<file path="src/rtl/klc_pkg.sv">
package klc_pkg;
    localparam int DATA_W    = 32;
    localparam int ADDR_W    = 3;
    localparam int KEY_WORDS = 4;
    localparam int KEY_W     = DATA_W * KEY_WORDS;
    localparam int N_LOCKS   = 2;
    localparam int IDX_W     = $clog2(KEY_WORDS);

    localparam int CUST_BIT = 0;
    localparam int RCVR_BIT = 30;

    localparam logic [DATA_W-1:0] CUST_CODE = DATA_W'(1) << CUST_BIT;
    localparam logic [DATA_W-1:0] RCVR_CODE = DATA_W'(1) << RCVR_BIT;

    localparam logic [ADDR_W-1:0] A_SEL  = 3'd0;
    localparam logic [ADDR_W-1:0] A_STAT = 3'd1;
    localparam logic [ADDR_W-1:0] A_KEY3 = 3'd7;

    localparam int LK_IDX_CUST = 0;
    localparam int LK_IDX_RCVR = 1;

    typedef enum logic [1:0] {
        SEL_NONE = 2'd0,
        SEL_CUST = 2'd1,
        SEL_RCVR = 2'd2
    } lock_sel_e;

    typedef enum logic [2:0] {
        SEQ_NOSEL   = 3'd0,
        SEQ_EMPTY   = 3'd1,
        SEQ_HAVE0   = 3'd2,
        SEQ_HAVE1   = 3'd3,
        SEQ_HAVE2   = 3'd4,
        SEQ_SPOILED = 3'd5
    } seq_state_e;
endpackage

</file>
<file path="src/rtl/klc_regif.sv">
module klc_regif
    import klc_pkg::*;
(
    input  logic                clk,
    input  logic                rst_n,
    input  logic                bus_en,
    input  logic                bus_we,
    input  logic [ADDR_W-1:0]   bus_addr,
    input  logic [DATA_W-1:0]   bus_wdata,
    input  logic [DATA_W-1:0]   sel_code,
    input  logic [N_LOCKS-1:0]  lk_open,
    output logic                sel_wr,
    output logic                stat_rd,
    output logic                key_wr,
    output logic [IDX_W-1:0]    key_idx,
    output logic [DATA_W-1:0]   wdata,
    output logic [DATA_W-1:0]   bus_rdata,
    output logic                bus_rvalid
);
    logic              is_key_addr;
    logic [DATA_W-1:0] stat_word;
    logic [DATA_W-1:0] rd_mux;

    // address decode into single-cycle events
    always_comb begin
        is_key_addr = bus_addr[ADDR_W-1];
        sel_wr      = bus_en &  bus_we & (bus_addr == A_SEL);
        stat_rd     = bus_en & ~bus_we & (bus_addr == A_STAT);
        key_wr      = bus_en &  bus_we & is_key_addr;
        key_idx     = bus_addr[IDX_W-1:0];
        wdata       = bus_wdata;
    end

    // status word built from the per-lock states
    always_comb begin
        stat_word           = '0;
        stat_word[CUST_BIT] = lk_open[LK_IDX_CUST];
        stat_word[RCVR_BIT] = lk_open[LK_IDX_RCVR];
    end

    // key words are write-only: their addresses fall to the zero default
    always_comb begin
        unique case (bus_addr)
            A_SEL:   rd_mux = sel_code;
            A_STAT:  rd_mux = stat_word;
            default: rd_mux = '0;
        endcase
    end

    always_ff @(posedge clk) begin
        if (!rst_n) begin
            bus_rdata  <= '0;
            bus_rvalid <= 1'b0;
        end else begin
            bus_rvalid <= bus_en & ~bus_we;
            if (bus_en && !bus_we) begin
                bus_rdata <= rd_mux;
            end
        end
    end
endmodule

</file>
<file path="src/rtl/klc_key_seq.sv">
module klc_key_seq
    import klc_pkg::*;
(
    input  logic                clk,
    input  logic                rst_n,
    input  logic                sel_wr,
    input  logic                key_wr,
    input  logic [IDX_W-1:0]    key_idx,
    input  logic [DATA_W-1:0]   wdata,
    input  logic [KEY_W-1:0]    ref_key_cust,
    input  logic [KEY_W-1:0]    ref_key_rcvr,
    output logic [N_LOCKS-1:0]  attempt,
    output logic                match,
    output logic [DATA_W-1:0]   sel_code
);
    localparam int HELD_WORDS = KEY_WORDS - 1;
    localparam logic [IDX_W-1:0] LAST_IDX = IDX_W'(KEY_WORDS - 1);

    seq_state_e        state_q, state_d;
    lock_sel_e         sel_q, sel_d;
    logic              sel_valid;
    logic              last_wr;
    logic [DATA_W-1:0] held_q [HELD_WORDS];
    logic [KEY_W-1:0]  cand_key;
    logic [KEY_W-1:0]  ref_key;

    assign sel_valid = sel_wr & ((wdata == CUST_CODE) | (wdata == RCVR_CODE));
    assign last_wr   = key_wr & (key_idx == LAST_IDX);

    // holding registers for the leading key words
    for (genvar w = 0; w < HELD_WORDS; w++) begin : g_held
        always_ff @(posedge clk) begin
            if (!rst_n) begin
                held_q[w] <= '0;
            end else if (key_wr && (key_idx == IDX_W'(w))) begin
                held_q[w] <= wdata;
            end
        end
    end

    // state register
    always_ff @(posedge clk) begin
        if (!rst_n) begin
            state_q <= SEQ_NOSEL;
            sel_q   <= SEL_NONE;
        end else begin
            state_q <= state_d;
            sel_q   <= sel_d;
        end
    end

    // next-state logic
    always_comb begin
        state_d = state_q;
        sel_d   = sel_q;
        if (sel_valid) begin
            state_d = SEQ_EMPTY;
            sel_d   = (wdata == CUST_CODE) ? SEL_CUST : SEL_RCVR;
        end else if (key_wr) begin
            unique case (state_q)
                SEQ_NOSEL:   state_d = SEQ_NOSEL;
                SEQ_EMPTY:   state_d = (key_idx == 2'd0) ? SEQ_HAVE0 :
                                       last_wr ? SEQ_EMPTY : SEQ_SPOILED;
                SEQ_HAVE0:   state_d = (key_idx == 2'd1) ? SEQ_HAVE1 :
                                       last_wr ? SEQ_EMPTY : SEQ_SPOILED;
                SEQ_HAVE1:   state_d = (key_idx == 2'd2) ? SEQ_HAVE2 :
                                       last_wr ? SEQ_EMPTY : SEQ_SPOILED;
                SEQ_HAVE2:   state_d = last_wr ? SEQ_EMPTY : SEQ_SPOILED;
                SEQ_SPOILED: state_d = SEQ_SPOILED;
                default:     state_d = SEQ_SPOILED;
            endcase
        end
    end

    // outputs: attempt strobe per lock, match result, selection readback
    always_comb begin
        cand_key = {wdata, held_q[2], held_q[1], held_q[0]};
        ref_key  = (sel_q == SEL_RCVR) ? ref_key_rcvr : ref_key_cust;
        match    = (state_q == SEQ_HAVE2) && (cand_key == ref_key);
        attempt  = '0;
        sel_code = '0;
        unique case (sel_q)
            SEL_CUST: begin
                attempt[LK_IDX_CUST] = last_wr;
                sel_code             = CUST_CODE;
            end
            SEL_RCVR: begin
                attempt[LK_IDX_RCVR] = last_wr;
                sel_code             = RCVR_CODE;
            end
            default: begin
                attempt  = '0;
                sel_code = '0;
            end
        endcase
    end
endmodule

</file>
<file path="src/rtl/klc_lock_cell.sv">
module klc_lock_cell #(
    parameter bit SELF_CLOSE_ON_READ = 1'b0
) (
    input  logic clk,
    input  logic rst_n,
    input  logic attempt,
    input  logic match,
    input  logic stat_rd,
    output logic is_open
);
    always_ff @(posedge clk) begin
        if (!rst_n) begin
            is_open <= 1'b0;
        end else if (attempt) begin
            is_open <= match;
        end else if (SELF_CLOSE_ON_READ && stat_rd) begin
            is_open <= 1'b0;
        end
    end
endmodule

</file>
<file path="src/rtl/klc_dual_lock.sv">
module klc_dual_lock
    import klc_pkg::*;
(
    input  logic                       clk,
    input  logic                       rst_n,
    input  logic                       bus_en,
    input  logic                       bus_we,
    input  logic [ADDR_W-1:0]          bus_addr,
    input  logic [DATA_W-1:0]          bus_wdata,
    output logic [DATA_W-1:0]          bus_rdata,
    output logic                       bus_rvalid,
    input  logic [KEY_W-1:0]           ref_key_cust,
    input  logic [KEY_W-1:0]           ref_key_rcvr,
    output logic                       cust_open,
    output logic                       rcvr_open
);
    logic               sel_wr, stat_rd, key_wr, match;
    logic [IDX_W-1:0]   key_idx;
    logic [DATA_W-1:0]  wdata, sel_code;
    logic [N_LOCKS-1:0] attempt, lk_open;

    klc_regif u_regif (
        .clk        (clk),
        .rst_n      (rst_n),
        .bus_en     (bus_en),
        .bus_we     (bus_we),
        .bus_addr   (bus_addr),
        .bus_wdata  (bus_wdata),
        .sel_code   (sel_code),
        .lk_open    (lk_open),
        .sel_wr     (sel_wr),
        .stat_rd    (stat_rd),
        .key_wr     (key_wr),
        .key_idx    (key_idx),
        .wdata      (wdata),
        .bus_rdata  (bus_rdata),
        .bus_rvalid (bus_rvalid)
    );

    klc_key_seq u_seq (
        .clk          (clk),
        .rst_n        (rst_n),
        .sel_wr       (sel_wr),
        .key_wr       (key_wr),
        .key_idx      (key_idx),
        .wdata        (wdata),
        .ref_key_cust (ref_key_cust),
        .ref_key_rcvr (ref_key_rcvr),
        .attempt      (attempt),
        .match        (match),
        .sel_code     (sel_code)
    );

    // lock 0 keeps its state on a status read, lock 1 closes itself
    for (genvar g = 0; g < N_LOCKS; g++) begin : g_lock
        klc_lock_cell #(
            .SELF_CLOSE_ON_READ (g == LK_IDX_RCVR)
        ) u_cell (
            .clk     (clk),
            .rst_n   (rst_n),
            .attempt (attempt[g]),
            .match   (match),
            .stat_rd (stat_rd),
            .is_open (lk_open[g])
        );
    end

    assign cust_open = lk_open[LK_IDX_CUST];
    assign rcvr_open = lk_open[LK_IDX_RCVR];
endmodule

</file>
<file path="config.mk">
export PLATFORM = sky130hd
export DESIGN_NAME = klc_dual_lock
export DESIGN_NICKNAME = d
export VERILOG_FILES = /design/src/rtl/klc_pkg.sv /design/src/rtl/klc_regif.sv /design/src/rtl/klc_key_seq.sv /design/src/rtl/klc_lock_cell.sv /design/src/rtl/klc_dual_lock.sv
export SDC_FILE = /design/constraint.sdc
export NUM_CORES = 1
export LEC_CHECK = 0
export CAP_MARGIN = 20
export CORE_AREA = 10 10 187 189
export CTS_BUF_LIST = sky130_fd_sc_hd__clkbuf_2 sky130_fd_sc_hd__clkbuf_4 sky130_fd_sc_hd__clkbuf_8
export DETAILED_ROUTE_END_ITERATION = 16
export DIE_AREA = 0 0 197 199
export PLACE_DENSITY = 0.61
export REMOVE_ABC_BUFFERS = 1
export SYNTH_ARGS = -nofsm -noshare
export SYNTH_HDL_FRONTEND = slang
export SYNTH_SLANG_ARGS = --single-unit
export TNS_END_PERCENT = 100
</file>
<file path="constraint.sdc">
create_clock -name clk -period 4.2 [get_ports clk]
set_clock_uncertainty 0.15 [all_clocks]
set_input_delay 0.42 -clock clk [delete_from_list [all_inputs] [get_ports clk]]
set_output_delay 0.42 -clock clk [all_outputs]
set_load 0.1 [all_outputs]
</file>
## Word level (Yosys, flattened, before mapping)

Memory sizes are Yosys's and may differ from the RTL's.
Index checks and enable logic that the tools add are counted.

- Flip-flop bits (word level): 40
- Bits in writable memories: 96
- Output and inout bits: 35
- Memories kept: 1

- Eq/ne operators: 13
- Mux-type cells: 28
- Bitwise logic cells: 13
- Reductions and logical operators: 12

Memory list:

| name | words | bits a word | read ports | clocked after memory_dff | wr ports | line | text |
|---|---|---|---|---|---|---|---|
| u_seq.held_q | 3 | 32 | 3 | 0 | 3 | klc_key_seq.sv:23 | `logic [DATA_W-1:0] held_q [HELD_WORDS];` |

Operators with widths:

| operator | count |
|---|---|
| $eq A128 B128 Y1 | 1 |
| $mux W128 | 1 |
| $mux W32 | 3 |
| $pmux W32 S2 | 1 |
| $pmux W31 S2 | 1 |
| $eq A32 B1 Y1 const B | 1 |
| $eq A32 B31 Y1 const B | 1 |
| $mux W1 | 16 |
| $pmux W3 S5 | 1 |
| $mux W3 | 4 |
| $and A1 B1 Y1 | 7 |
| $eq A2 B2 Y1 const B | 3 |
| $eq A3 B1 Y1 const B | 2 |
| $eq A3 B2 Y1 const B | 2 |
| $logic_not A3 Y1 | 2 |
| $logic_and A1 B1 Y1 | 5 |
| $eq A2 B1 Y1 const B | 2 |
| $or A1 B1 Y1 | 4 |
| $reduce_bool A2 Y1 | 2 |
| $eq A3 B3 Y1 const B | 1 |
| $logic_not A2 Y1 | 1 |
| $mux W2 | 1 |
| $not A1 Y1 | 2 |
| $reduce_or A2 Y1 | 1 |
| $logic_not A1 Y1 | 1 |

## Logic depth before layout (Yosys ltp)

- Depth after elaboration: 8
- Mapped depth: 12
- Gate-level depth less buffers: 8

## By module

From an unflattened synthesis, not the netlist that was laid out.

- Cells, all modules: 911
- Area, all modules: 8939.8 um2

By module, submodules not included:

| module | instances | cells an instance | area each (um2) | seq. area each (um2) |
|---|---|---|---|---|
| klc_key_seq | 1 | 785 | 7511.0 | 2982.9 |
| klc_regif | 1 | 120 | 1351.3 | 660.6 |
| klc_lock_cell at g_lock[1].u_cell | 1 | 3 | 41.3 | 20.0 |
| klc_lock_cell at g_lock[0].u_cell | 1 | 3 | 36.3 | 20.0 |

## Worst setup path before layout

OpenSTA, ideal clock, no wires.

- Path kind: input to register
- Start: input bus_addr[2]
- End: memory u_seq.held_q[0][0], enable pin
- Setup time: 470 ps
- Arrival time: 3188 ps
- Data required time: 3580 ps
- Setup slack: 392 ps
- Stages: 3
- Path through: nand3_1 clkbuf_1 o31ai_1

RTL lines:

| element | line | text |
|---|---|---|
| start: declaration | klc_dual_lock.sv:8 | `input logic [ADDR_W-1:0] bus_addr,` |
| end: declaration | klc_key_seq.sv:23 |  |

## Final worst setup path

- Start: register u_seq.sel_q[1]
- End: register g_lock[0].u_cell.is_open

- Word-level cells in the longest chain between the ends: 4
- Elaborated cells on any way between the ends: 6
- Classes of those cells: eq/ne: 3; mux: 2; reduce/logical: 1

RTL lines:

| element | line | text |
|---|---|---|
| start: declaration | klc_key_seq.sv:20 | `lock_sel_e sel_q, sel_d;` |
| start signal: assignment | klc_key_seq.sv:48 | `sel_q <= sel_d;` |
| $eq A2 B2 Y1 | klc_key_seq.sv:78 | `ref_key = (sel_q == SEL_RCVR) ? ref_key_rcvr : ref_key_cust;` |
| $mux W128 | klc_key_seq.sv:78 |  |
| $eq A128 B128 Y1 | klc_key_seq.sv:79 | `match = (state_q == SEQ_HAVE2) && (cand_key == ref_key);` |
| $logic_and A1 B1 Y1 | klc_key_seq.sv:79 |  |
| end signal: assignment | klc_lock_cell.sv:15 | `is_open <= match;` |
| end: declaration | klc_lock_cell.sv:9 | `output logic is_open` |

Several ways; a longest one is shown, not always the timed one.
A chain may end at the register's enable or synchronous reset.

==> reports/qor.txt <==
status -> finished clean
Arrival @ worst endpoint -> 3630 ps
critical path capture point type -> flop
r2r setup slk -> 750 ps
final worst slack -> 752 ps
ys async rst share -> 0
Routed Antenna Nets -> 0
Max-slew headroom -> 0.344
EDFF count, synth -> 96
R2R Path End -> g_lock[0].u_cell.is_open
Vias/cell -> 5.07
Clock Power Share -> 0.252
Synth area leader -> edfxtp_1
number of max-cap violations -> 0
TritonRoute pass-1 iters -> 5
Post-Synth XOR/XNOR Area -> 0.0786
most common cell after layout, fill and taps aside -> clkdlybuf4s50_1
Most Used Layer, Global Route -> met2
sw frac -> 0.321
Die W -> 197 um
total die area -> 0.0392 sq mm
first-pass GRT wire length -> 55700 um
drt initial violations -> 616
critical path cell sequence -> nor2b_4, buf_12, mux2i_1, o22ai_1, nor4_1, nand4_1, nor4_1, and4_1, o2bb2ai_1
Post-CTS Resized -> 0
Synth Cell Area -> 0.00769 sq mm
sw power -> 0.881 mW
Overflow after GRT -> 0
Synth Area per Inst -> 9.81 sq um
Skew-Pair Late Insertion Delay -> 400 ps
core area -> 0.0312 sq mm
Syn. warnings -> 0
Min-Delay Startpoint -> u_regif.bus_rdata[0]
pin count of the biggest net entering global routing -> 38
clk slew on worst S/H paths -> 110 ps
Setup Viol. Count Final -> 0
CTS tree -> built
CP max FO -> 37
TritonCTS Buffers -> 9
internal power -> 1.86 mW
combinational power share -> 0.291
CP max stage cell -> nor2b_4
layout cells sized above 1 -> 0.0477
io pins -> 330
Post-Synth Simple-Gate Area -> 0.191
adder-cell area share of the yosys netlist -> 0
leakage power -> 3.88 nW
Hold WS -> 338 ps
Seq pwr share -> 0.457
fmax -> 290 MHz
Overall Power -> 2.74 mW
met3 usage -> 0.0377
# nets final -> 1381
r2r startpoint -> u_seq.sel_q[1]
FP Rows -> 65
proportion of synthesized area in mux cells -> 0.0924
Worst Max-Slew Pin Slew -> 981 ps
critical path class -> flop to flop
Area Overhead vs Synth -> 47.1%
via count -> 7571
Hold Path Sink -> u_regif.bus_rdata[0]
hpwl dp -> 33300 um
met1 Usage GRT -> 0.248
cell mode on critical path -> nor4_1
Tot GR Track Use -> 0.197
vias in the first global route -> 7848
total number of H-tree levels -> 3
initial antenna violation count -> 0
Place WS -> 788 ps
Synth Area in Compound Gates -> 0.153
part of the cycle the worst path needs -> 0.821
placed cell area -> 0.0111 sq mm
share of the synthesized area in the top cell type -> 0.375
Cell variety after synth -> 59
clock sinks -> 106
GPL Wtd Cong -> 0.900
slowest stage delay, CP -> 600 ps
Setup Buffers After CTS -> 0
PwrDens -> 242 mW/mm^2
Post-synth top flop -> edfxtp_1
worst path bufs/invs -> 1
hold depth -> 2
worst IR drop on VDD -> 129 uV
CP startpoint kind -> flop
Slew Viols, Final -> 0
Post-Route WL -> 40200 um
die height -> 199 um
Gate Count Post-Synth -> 784
delay-heaviest family, CP -> simple AND/OR/NAND/NOR gates
Root Driver -> clkbuf_8
Initial Util -> 0.246
synth top area cells -> edfxtp_1 37%, mux2i_1 9.2%, and2_1 7.0%
cell count of the worst reg-to-reg path -> 9
Hold-fix buffers, CTS -> 0
DRC Markers -> 0
commonest cells after routing, fill and taps aside -> 299 x clkdlybuf4s50_1, 96 x edfxtp_1, 86 x and2_1
post-route minimum period -> 3450 ps
RSZ-0062 raised after global routing -> no
CP required -> 4380 ps
Longest Clk Path Bufs -> 2
WL per Instance -> 26.9 um
fin area -> 0.0113 sq mm
post-synthesis register bit count -> 106
hold violation total from the final report -> 0
register area share after synthesis -> 0.401
worst hold path type -> flop to flop
main combinational cell family by area after synthesis -> simple AND/OR/NAND/NOR gates
GRT met2 Usage -> 0.340
IO buf count -> 299
[state kept, by name, indices dropped and copies added, names as in the netlist]
signal and count:
u_seq.held_q 96, u_regif.bus_rvalid 1, u_seq.state_q 3, u_seq.sel_q 2
g_lock.u_cell.is_open 2, u_regif.bus_rdata 2
[cell families (layout without fill, tap and decap cells)]
logic type      after synthesis  count (layout)
compound gates              159             159
xor+xnor                     69              69
buf+inv                     118             396
flops                       106             106
mux                          71              71
other cells                   1              31
simple gates                260             260
[routing by layer]
layer,part of all wire,up-vias
met5,0,-
met4,0.014,0
met3,0.077,30
met2,0.49,397
met1,0.42,3687
li1,-,3457
[cell usage after synthesis (16+ instances only)]
cell type and count:
nor2_1 28, inv_1 57, mux2i_1 71, a221oi_1 16
edfxtp_1 96, nor4_1 24, xor2_1 24, buf_4 34
a21oi_1 19, nand2_1 39, and2_1 86, o22ai_1 19
xnor2_1 45
[worst min-delay path: stages (launching register included)]
cell and delay, ps:
dfxtp_1 330, nand2_1 60, a31oi_1 60
[power groups by stage]
stage	Combinational [mW]	Clock [mW]	Sequential, mW
after floorplan	0.326	0	1.26
after global placement	0.794	0	1.28
after detailed placement	0.792	0	1.28
after CTS	0.796	0.686	1.25
after global routing	0.836	0.733	1.26
final	0.797	0.692	1.25
[how the worst max path moves through the flow]
| stage | startpoint | end | cells after the start |
|---|---|---|---|
| after floorplan | u_seq.sel_q[1] | g_lock[0].u_cell.is_open | 7 |
| after global routing | u_seq.sel_q[1] | g_lock[0].u_cell.is_open | 9 |
| after global placement | u_seq.sel_q[1] | g_lock[0].u_cell.is_open | 9 |
| final | u_seq.sel_q[1] | g_lock[0].u_cell.is_open | 9 |
| after CTS | u_seq.sel_q[1] | g_lock[0].u_cell.is_open | 9 |
| after detailed placement | u_seq.sel_q[1] | g_lock[0].u_cell.is_open | 9 |
[cell type report]
cell class / count / area, sq um
Fill cell: 3162 / 19900
Multi-Input combinational cell: 589 / 4110
Timing Repair Buffer: 322 / 3200
Sequential cell: 106 / 3080
Tap cell: 402 / 503
Inverter: 58 / 218
Clock buffer: 10 / 131
Clock inverter: 6 / 65.1
Antenna cell: 1 / 2.50
[metrics by stage]
| step | TNS (ps) | utilization | cells |
|---|---|---|---|
| after CTS | 0 | 0.362 | 1493 |
| after floorplan | -2910 | - | 753 |
| after global routing | 0 | 0.362 | 1493 |
| after detailed placement | 0 | 0.356 | 1477 |
| after global placement | 0 | 0.356 | 1477 |
| final | 0 | 0.362 | 1494 |
Note: power is estimated with default switching activity, not from simulation.
